[src/rtl/uart_brk_pkg.sv]
package uart_brk_pkg;

  typedef enum logic [2:0] {
    BRK_IDLE,
    BRK_PEND,
    BRK_LOW,
    BRK_LOW_STOP,
    BRK_GUARD
  } brk_state_e;

  localparam int unsigned CMD_START_IDX  = 9;
  localparam int unsigned CMD_STOP_IDX   = 10;
  localparam int unsigned GUARD_MIN_BITS = 12;

  function automatic int unsigned frame_bits(int unsigned dw, bit par_en, int unsigned stop_n);
    return 1 + dw + (par_en ? 1 : 0) + stop_n;
  endfunction

endpackage

[src/rtl/uart_brk_thr.sv]
module uart_brk_thr #(
  parameter int unsigned DATA_W = 8
) (
  input  logic              clk_i,
  input  logic              rst_ni,
  input  logic              wr_i,
  input  logic [DATA_W-1:0] data_i,
  input  logic              take_i,
  output logic              full_o,
  output logic [DATA_W-1:0] data_o
);

  logic              full_q;
  logic [DATA_W-1:0] data_q;

  always_ff @(posedge clk_i or negedge rst_ni) begin
    if (!rst_ni) begin
      full_q <= 1'b0;
      data_q <= '0;
    end else if (wr_i) begin
      full_q <= 1'b1;
      data_q <= data_i;
    end else if (take_i) begin
      full_q <= 1'b0;
    end
  end

  assign full_o = full_q;
  assign data_o = data_q;

  AST_THR_NO_CLOBBER: assert property (@(posedge clk_i) disable iff (!rst_ni)
    wr_i |-> !full_q);

  AST_TAKE_NEEDS_DATA: assert property (@(posedge clk_i) disable iff (!rst_ni)
    take_i |-> full_q);

endmodule

[src/rtl/uart_brk_shift.sv]
module uart_brk_shift
  import uart_brk_pkg::*;
#(
  parameter int unsigned DATA_W     = 8,
  parameter bit          PARITY_EN  = 1'b1,
  parameter bit          PARITY_ODD = 1'b0,
  parameter int unsigned STOP_BITS  = 1
) (
  input  logic              clk_i,
  input  logic              rst_ni,
  input  logic              tick_i,
  input  logic              load_ok_i,
  input  logic              avail_i,
  input  logic [DATA_W-1:0] data_i,
  output logic              take_o,
  output logic              busy_o,
  output logic              last_o,
  output logic              line_o
);

  localparam int unsigned FRAME_W = frame_bits(DATA_W, PARITY_EN, STOP_BITS);
  localparam int unsigned CNT_W   = $clog2(FRAME_W);

  logic [FRAME_W-1:0] frame_w;
  logic [FRAME_W-1:0] sh_q;
  logic [CNT_W-1:0]   cnt_q;
  logic               busy_q;
  logic               slot_free;

  if (PARITY_EN) begin : g_par
    assign frame_w = {{STOP_BITS{1'b1}}, (^data_i) ^ PARITY_ODD, data_i, 1'b0};
  end else begin : g_nopar
    assign frame_w = {{STOP_BITS{1'b1}}, data_i, 1'b0};
  end

  assign last_o    = busy_q && (cnt_q == CNT_W'(FRAME_W - 1));
  assign slot_free = !busy_q || last_o;
  assign take_o    = tick_i && slot_free && avail_i && load_ok_i;

  always_ff @(posedge clk_i or negedge rst_ni) begin
    if (!rst_ni) begin
      busy_q <= 1'b0;
      sh_q   <= '1;
      cnt_q  <= '0;
    end else if (tick_i) begin
      if (slot_free) begin
        if (take_o) begin
          busy_q <= 1'b1;
          sh_q   <= frame_w;
          cnt_q  <= '0;
        end else begin
          busy_q <= 1'b0;
          sh_q   <= '1;
        end
      end else begin
        sh_q  <= {1'b1, sh_q[FRAME_W-1:1]};
        cnt_q <= cnt_q + CNT_W'(1);
      end
    end
  end

  assign busy_o = busy_q;
  assign line_o = busy_q ? sh_q[0] : 1'b1;

  AST_BIT_HOLDS: assert property (@(posedge clk_i) disable iff (!rst_ni)
    (busy_q && !tick_i) |=> $stable(line_o));

  AST_START_LOW: assert property (@(posedge clk_i) disable iff (!rst_ni)
    $rose(busy_q) |-> !line_o);

endmodule

[src/rtl/uart_brk_ctrl.sv]
module uart_brk_ctrl
  import uart_brk_pkg::*;
#(
  parameter int unsigned CMD_W   = 16,
  parameter int unsigned TG_W    = 8,
  parameter int unsigned FRAME_W = 11
) (
  input  logic             clk_i,
  input  logic             rst_ni,
  input  logic             tick_i,
  input  logic             cmd_we_i,
  input  logic [CMD_W-1:0] cmd_i,
  input  logic [TG_W-1:0]  tguard_i,
  input  logic             thr_full_i,
  input  logic             shift_busy_i,
  input  logic             shift_last_i,
  output logic             ready_o,
  output logic             start_acc_o,
  output logic             brk_low_o,
  output logic             brk_idle_o
);

  localparam int unsigned LO_W = $clog2(FRAME_W + 1);

  brk_state_e      st_q, st_d;
  logic [LO_W-1:0] lo_cnt_q;
  logic [TG_W-1:0] g_cnt_q, glen_q, guard_len_w;
  logic            cmd_start, cmd_stop, stop_acc, begin_brk, lo_full, guard_done, enter_guard;
  logic            cmd_unused;

  assign cmd_unused = ^{cmd_i[CMD_W-1:CMD_STOP_IDX+1], cmd_i[CMD_START_IDX-1:0]};

  // both bits set decodes to neither command
  assign cmd_start = cmd_we_i && cmd_i[CMD_START_IDX] && !cmd_i[CMD_STOP_IDX];
  assign cmd_stop  = cmd_we_i && cmd_i[CMD_STOP_IDX] && !cmd_i[CMD_START_IDX];

  assign ready_o     = !thr_full_i && (st_q == BRK_IDLE || st_q == BRK_LOW);
  assign start_acc_o = ready_o && cmd_start && (st_q == BRK_IDLE);
  assign stop_acc    = ready_o && cmd_stop && (st_q == BRK_LOW);
  assign begin_brk   = (st_q == BRK_PEND) && tick_i && (!shift_busy_i || shift_last_i);
  assign lo_full     = lo_cnt_q == LO_W'(FRAME_W);
  assign guard_done  = g_cnt_q == glen_q;
  assign enter_guard = (st_q == BRK_LOW_STOP) && lo_full;
  assign guard_len_w = (tguard_i > TG_W'(GUARD_MIN_BITS)) ? tguard_i : TG_W'(GUARD_MIN_BITS);

  always_comb begin
    st_d = st_q;
    case (st_q)
      BRK_IDLE:     if (start_acc_o) st_d = BRK_PEND;
      BRK_PEND:     if (begin_brk)   st_d = BRK_LOW;
      BRK_LOW:      if (stop_acc)    st_d = BRK_LOW_STOP;
      BRK_LOW_STOP: if (lo_full)     st_d = BRK_GUARD;
      BRK_GUARD:    if (guard_done)  st_d = BRK_IDLE;
      default:                       st_d = BRK_IDLE;
    endcase
  end

  always_ff @(posedge clk_i or negedge rst_ni) begin
    if (!rst_ni) begin
      st_q     <= BRK_IDLE;
      lo_cnt_q <= '0;
      g_cnt_q  <= '0;
      glen_q   <= TG_W'(GUARD_MIN_BITS);
    end else begin
      st_q <= st_d;
      if (begin_brk) begin
        lo_cnt_q <= '0;
      end else if ((st_q == BRK_LOW || st_q == BRK_LOW_STOP) && tick_i && !lo_full) begin
        lo_cnt_q <= lo_cnt_q + LO_W'(1);
      end
      if (enter_guard) begin
        g_cnt_q <= '0;
        glen_q  <= guard_len_w;
      end else if ((st_q == BRK_GUARD) && tick_i && !guard_done) begin
        g_cnt_q <= g_cnt_q + TG_W'(1);
      end
    end
  end

  assign brk_low_o  = (st_q == BRK_LOW) || (st_q == BRK_LOW_STOP);
  assign brk_idle_o = (st_q == BRK_IDLE);

  AST_BEGIN_AFTER_SHIFT: assert property (@(posedge clk_i) disable iff (!rst_ni)
    (st_q == BRK_LOW && $past(st_q) == BRK_PEND) |-> !shift_busy_i);

  AST_LOW_MIN_LEN: assert property (@(posedge clk_i) disable iff (!rst_ni)
    (st_q == BRK_GUARD && $past(st_q) == BRK_LOW_STOP) |-> $past(lo_cnt_q) == LO_W'(FRAME_W));

  AST_GUARD_MIN: assert property (@(posedge clk_i) disable iff (!rst_ni)
    (st_q == BRK_IDLE && $past(st_q) == BRK_GUARD) |-> $past(g_cnt_q) >= TG_W'(GUARD_MIN_BITS));

  AST_NO_THR_IN_BREAK: assert property (@(posedge clk_i) disable iff (!rst_ni)
    (st_q != BRK_IDLE && $past(st_q) != BRK_IDLE) |-> !thr_full_i);

endmodule

[src/rtl/uart_brk_tx.sv]
module uart_brk_tx
  import uart_brk_pkg::*;
#(
  parameter int unsigned DATA_W     = 8,
  parameter bit          PARITY_EN  = 1'b1,
  parameter bit          PARITY_ODD = 1'b0,
  parameter int unsigned STOP_BITS  = 1,
  parameter int unsigned CMD_W      = 16,
  parameter int unsigned TG_W       = 8
) (
  input  logic              clk_i,
  input  logic              rst_ni,
  input  logic              baud_tick_i,
  input  logic              cmd_we_i,
  input  logic [CMD_W-1:0]  cmd_i,
  input  logic [TG_W-1:0]   tguard_i,
  input  logic              thr_we_i,
  input  logic [DATA_W-1:0] thr_data_i,
  output logic              txd_o,
  output logic              tx_ready_o,
  output logic              tx_empty_o
);

  localparam int unsigned FRAME_W = frame_bits(DATA_W, PARITY_EN, STOP_BITS);

  logic              thr_full, thr_wr, thr_take;
  logic [DATA_W-1:0] thr_q;
  logic              shift_busy, shift_last, shift_line;
  logic              start_acc, brk_low, brk_idle;

  // byte writes only land while no break phase is active
  assign thr_wr = thr_we_i && tx_ready_o && brk_idle && !start_acc;

  uart_brk_thr #(.DATA_W(DATA_W)) u_thr (
    .clk_i  (clk_i),
    .rst_ni (rst_ni),
    .wr_i   (thr_wr),
    .data_i (thr_data_i),
    .take_i (thr_take),
    .full_o (thr_full),
    .data_o (thr_q)
  );

  uart_brk_shift #(
    .DATA_W     (DATA_W),
    .PARITY_EN  (PARITY_EN),
    .PARITY_ODD (PARITY_ODD),
    .STOP_BITS  (STOP_BITS)
  ) u_shift (
    .clk_i     (clk_i),
    .rst_ni    (rst_ni),
    .tick_i    (baud_tick_i),
    .load_ok_i (brk_idle),
    .avail_i   (thr_full),
    .data_i    (thr_q),
    .take_o    (thr_take),
    .busy_o    (shift_busy),
    .last_o    (shift_last),
    .line_o    (shift_line)
  );

  uart_brk_ctrl #(
    .CMD_W   (CMD_W),
    .TG_W    (TG_W),
    .FRAME_W (FRAME_W)
  ) u_ctrl (
    .clk_i        (clk_i),
    .rst_ni       (rst_ni),
    .tick_i       (baud_tick_i),
    .cmd_we_i     (cmd_we_i),
    .cmd_i        (cmd_i),
    .tguard_i     (tguard_i),
    .thr_full_i   (thr_full),
    .shift_busy_i (shift_busy),
    .shift_last_i (shift_last),
    .ready_o      (tx_ready_o),
    .start_acc_o  (start_acc),
    .brk_low_o    (brk_low),
    .brk_idle_o   (brk_idle)
  );

  assign txd_o      = shift_line && !brk_low;
  assign tx_empty_o = !thr_full && !shift_busy && brk_idle;

  AST_EMPTY_LINE_HIGH: assert property (@(posedge clk_i) disable iff (!rst_ni)
    tx_empty_o |-> txd_o);

  AST_LOAD_ONLY_OUTSIDE_BRK: assert property (@(posedge clk_i) disable iff (!rst_ni)
    $rose(shift_busy) |-> $past(brk_idle));

  AST_NO_SHIFT_DURING_LOW: assert property (@(posedge clk_i) disable iff (!rst_ni)
    brk_low |-> !shift_busy);

endmodule

[config.mk]
export PLATFORM = sky130hd
export DESIGN_NAME = uart_brk_tx
export DESIGN_NICKNAME = d
export VERILOG_FILES = /design/src/rtl/uart_brk_pkg.sv /design/src/rtl/uart_brk_thr.sv /design/src/rtl/uart_brk_shift.sv /design/src/rtl/uart_brk_ctrl.sv /design/src/rtl/uart_brk_tx.sv
export SDC_FILE = /design/constraint.sdc
export NUM_CORES = 1
export LEC_CHECK = 0
export ABC_AREA = 1
export BUFFER_PORTS_ARGS = -buffer_cell sky130_fd_sc_hd__buf_2
export CORE_MARGIN = 1
export CORE_UTILIZATION = 56
export DETAILED_ROUTE_END_ITERATION = 16
export PLACE_DENSITY = 0.79
export SYNTH_ARGS = -nofsm -noshare
export SYNTH_HDL_FRONTEND = slang
export SYNTH_SLANG_ARGS = --single-unit
[constraint.sdc]
create_clock -name clk_i -period 1.7 [get_ports clk_i]
set_clock_uncertainty 0.05 [all_clocks]
set_input_delay 0.425 -clock clk_i [delete_from_list [all_inputs] [get_ports clk_i]]
set_output_delay 0.425 -clock clk_i [all_outputs]
set_load 0.01 [all_outputs]
==> results.sh <==
export IMPL_synth_nets=344
export IMPL_detailedRoute_firstIterationViolations=120
export IMPL_cts_root_to_sink_buffers=2
export IMPL_vias_per_cell=5.188
export IMPL_placement_setup_worst_slack_ns=0.1096
export IMPL_dpl_hpwl_um=3269
export IMPL_post_dp_cell_area_um2=2804
export IMPL_wl_met3_um=152
export IMPL_floorplan_die_area_um2=4873
export IMPL_combinationalPowerShare_pct=14.1
export IMPL_pwr_density_cell_nw_per_um2=783.9
export IMPL_timing_critical_path_from_type="flip-flop"
export IMPL_grt_first_pass_wirelength_um=7969
export IMPL_crit_path_top_delay_cell="sky130_fd_sc_hd__dfrtp_1"
export IMPL_period_needed_ns=1.654
export IMPL_gr_util_all_layers_pct=20.47
export IMPL_seq_power_share_pct=55.4
export IMPL_cts_made_buffers=5
export IMPL_cellLeakagePower_nw=1.551
export IMPL_numClockSinks=47
export IMPL_p_clk_share_pct=30.4
export IMPL_crit_path_max_incr_delay_ns=0.41
export IMPL_syn2layout_area_growth_pct=15.50
export IMPL_net_switching_power_w=0.0006402
export IMPL_grt_pass1_vias=1892
export IMPL_crit_type="reg2out"
export IMPL_worstPathMaxFanout=4
export IMPL_timing_hold_ws_ns=0.04273
export IMPL_worst_skew_pair_late_latency_ns=0.30
export IMPL_synth_top_area_cell="sky130_fd_sc_hd__dfrtp_1"
export IMPL_wl_met2_um=2236
export IMPL_globalplace_congestion=0.7875
export IMPL_cap_viol_max_count=0
export IMPL_cts_htree_levels=2
export IMPL_yosys_cell_types_count=35
export IMPL_route_detailed_wl_per_inst_um=11.89
export IMPL_postLayoutSetupSlackWorst_ns=0.04615
export IMPL_ys_async_sr_fraction_pct=100.0
export IMPL_antenna_violating_nets_post_route=0
export IMPL_design_area_um2=2974
export IMPL_total_power_w=0.002331
export IMPL_report_final_slew_viol_count=0
export IMPL_proportion_of_synthesized_chip_area_in_sequential_cells_pct=46.26
export IMPL_endpoint_kind_of_the_worst_setup_timing_path="primary output"
export IMPL_initial_core_utilization_pct=58.73
export IMPL_synth_most_common_cell="sky130_fd_sc_hd__nand2_1"
export IMPL_power_switching_fraction_pct=27.46
export IMPL_number_of_vias_in_the_routed_layout=2039
export IMPL_netlist_area_um2=2575
export IMPL_worstPathCellList="nor2_1 > nand2_2 > nor3_2 > buf_2"
export IMPL_ys_dominant_reg_cell="sky130_fd_sc_hd__dfrtp_1"
export IMPL_cts_root_buf="sky130_fd_sc_hd__clkbuf_8"
export IMPL_timing_critical_path_required_ns=1.22
export IMPL_pin_count_of_the_biggest_net_entering_global_routing=48
export IMPL_p_int_w=0.001691
export IMPL_overflow=0
export IMPL_placement_rows=24
export IMPL_layout_drive_gt1_share_pct=25.22
export IMPL_io_buffers=25
export IMPL_synth_avg_cell_area_um2=8.498
export IMPL_cts_hold_buf=0
export IMPL_ys_top_cells_by_area="sky130_fd_sc_hd__dfrtp_1 (34%), sky130_fd_sc_hd__dfstp_2 (12%), sky130_fd_sc_hd__nand2_1 (9.0%)"
export IMPL_cell_family_with_the_largest_share_of_critical_path_delay="flip-flops"
export IMPL_clock_tree_from_tritoncts="yes"
export IMPL_synthTopCellsByCount="sky130_fd_sc_hd__nand2_1 (62), sky130_fd_sc_hd__inv_1 (43), sky130_fd_sc_hd__dfrtp_1 (35)"
export IMPL_met1Wirelength_um=2261
export IMPL_drc=0
export IMPL_drt_pre_antenna_iters=4
export IMPL_die_height_um=69.81
export IMPL_tightestPinTransition_ns=0.2977
export IMPL_vdd_ir_drop_worst_uv=464.5
export IMPL_worst_slew_margin_rel_pct=80.00
export IMPL_io_pins=40
export IMPL_die_w_um=69.81
export IMPL_status="completed"
export IMPL_rsz0062_at_grt="true"
export IMPL_synth_edff_count=0
export IMPL_worstPathBufferInverterCount=1
export IMPL_yosys_warnings=0
export IMPL_final_min_period_over_clock_period_pct=97.29
export IMPL_postRouteWirelength_um=4673
export IMPL_fp_coreArea_um2=4384
export IMPL_setup_violators_final=0
export IMPL_finalNetCount=381
export IMPL_cts_clk_slew_worst_paths_ns=0.09
export IMPL_post_synth_inst_count=303
export IMPL_antenna_violations_before_repair=0
export IMPL_fmaxAchievable_ghz=0.6047
export IMPL_insertedDiodeCount=0
export IMPL_report_final_hold_viol_count=0
export IMPL_synth_largest_type_area_fraction_pct=34.01
export IMPL_hold_path_class="in2async"
export IMPL_postSynthRegisterBits=47
export IMPL_worstPathArrival_ns=1.18
export IMPL_highest_layer="met4"
==> worst register-to-register path: cells and delay by family (launching register included) <==
kind,cells,cell delay [ns]
and+or+nand+nor,3,0.58
DFF,1,0.41
adders and majority gates,1,0.22
AOI/OAI and AO/OA,1,0.24
==> final timing paths <==
path / startpoint / cells after the start / endpoint / slack, ns
worst max-delay path: u_ctrl.st_q[0] / 4 / tx_empty_o / 0.05
worst min-delay path: rst_ni / 2 / u_shift.cnt_q[3] / 0.04
worst max register to register: u_ctrl.lo_cnt_q[0] / 5 / u_ctrl.lo_cnt_q[3] / 0.11
worst min register to register: u_shift.sh_q[4] / 2 / u_shift.sh_q[4] / 0.46
max in group asynchronous: rst_ni / 2 / u_ctrl.glen_q[3] / 1.28
min in group clk_i: thr_data_i[2] / 2 / u_thr.data_o[2] / 0.28
==> power groups by stage <==
stage / clock network [W] / registers (W) / logic, W
after detailed placement: 0 / 0.00131 / 0.000320
after floorplan: 0 / 0.00130 / 0.000223
final: 0.000710 / 0.00129 / 0.000329
after global routing: 0.000772 / 0.00131 / 0.000385
after global placement: 0 / 0.00131 / 0.000302
after CTS: 0.000726 / 0.00129 / 0.000322
==> routing by layer <==
metal	global-route usage, %	vias to the layer above
met5	0	-
met4	6.444	0
met3	4.651	2
met2	33.97	36
met1	26.61	953
li1	-	1048
==> flip-flops by register name, indices dropped and copies added (netlist names) <==
name             count
u_shift.sh_q        10
u_shift.cnt_q        4
u_thr.data_o         8
u_ctrl.g_cnt_q       8
u_ctrl.st_q          3
u_shift.busy_o       1
u_ctrl.glen_q        8
u_thr.full_o         1
u_ctrl.lo_cnt_q      4
==> kinds of logic after synthesis <==
group / count (synthesis) / synth area share, %
AOI/OAI and AO/OA: 49 / 11.32
xor gates and xnor gates: 18 / 6.122
adders and majority gates: 4 / 1.944
buffers and inverters: 53 / 8.017
DFF: 47 / 46.26
muxes: 8 / 3.498
and+or+nand+nor: 124 / 22.84
==> layout make-up <==
class | instances | area, um^2
fill | 352 | 1410
multi-input combinational | 203 | 1219
sequential | 47 | 1191
timing repair buffer | 35 | 220.2
inverter | 48 | 180.2
clock buffer | 6 | 82.58
tap | 52 | 65.06
clock inverter | 2 | 16.27
==> placed cells by master, fill, tap and decap left out, types with 5 or more instances in the layout <==
| cell type | count |
|---|---|
| sky130_fd_sc_hd__nand4_1 | 7 |
| sky130_fd_sc_hd__xor2_1 | 10 |
| sky130_fd_sc_hd__nand2_2 | 6 |
| sky130_fd_sc_hd__mux2_1 | 5 |
| sky130_fd_sc_hd__inv_1 | 43 |
| sky130_fd_sc_hd__inv_2 | 5 |
| sky130_fd_sc_hd__clkbuf_8 | 6 |
| sky130_fd_sc_hd__buf_2 | 25 |
| sky130_fd_sc_hd__nor2_1 | 22 |
| sky130_fd_sc_hd__buf_4 | 7 |
| sky130_fd_sc_hd__o21ai_0 | 23 |
| sky130_fd_sc_hd__nand3_1 | 14 |
| sky130_fd_sc_hd__a21oi_1 | 7 |
| sky130_fd_sc_hd__nand2_1 | 58 |
| sky130_fd_sc_hd__xnor2_1 | 8 |
| sky130_fd_sc_hd__dfrtp_1 | 35 |
| sky130_fd_sc_hd__a22oi_1 | 7 |
| sky130_fd_sc_hd__dfstp_2 | 12 |
==> what timing repair did <==
action,in CTS,in global routing
pin swaps,0,1
endpoints found under the hold margin,0,0
setup endpoints to repair,2,14
gates resized for setup,1,11
buffers inserted,1,2
==> through the flow <==
step | util [%] | instances | setup TNS [ns]
floorplan | - | 303 | 0
global placement | 63.96 | 382 | 0
detailed placement | 63.96 | 382 | 0
CTS | 66.44 | 391 | 0
global route | 67.84 | 393 | -0.04600
finish | 67.84 | 393 | 0
No activity file was read; power rests on OpenSTA's default activity.
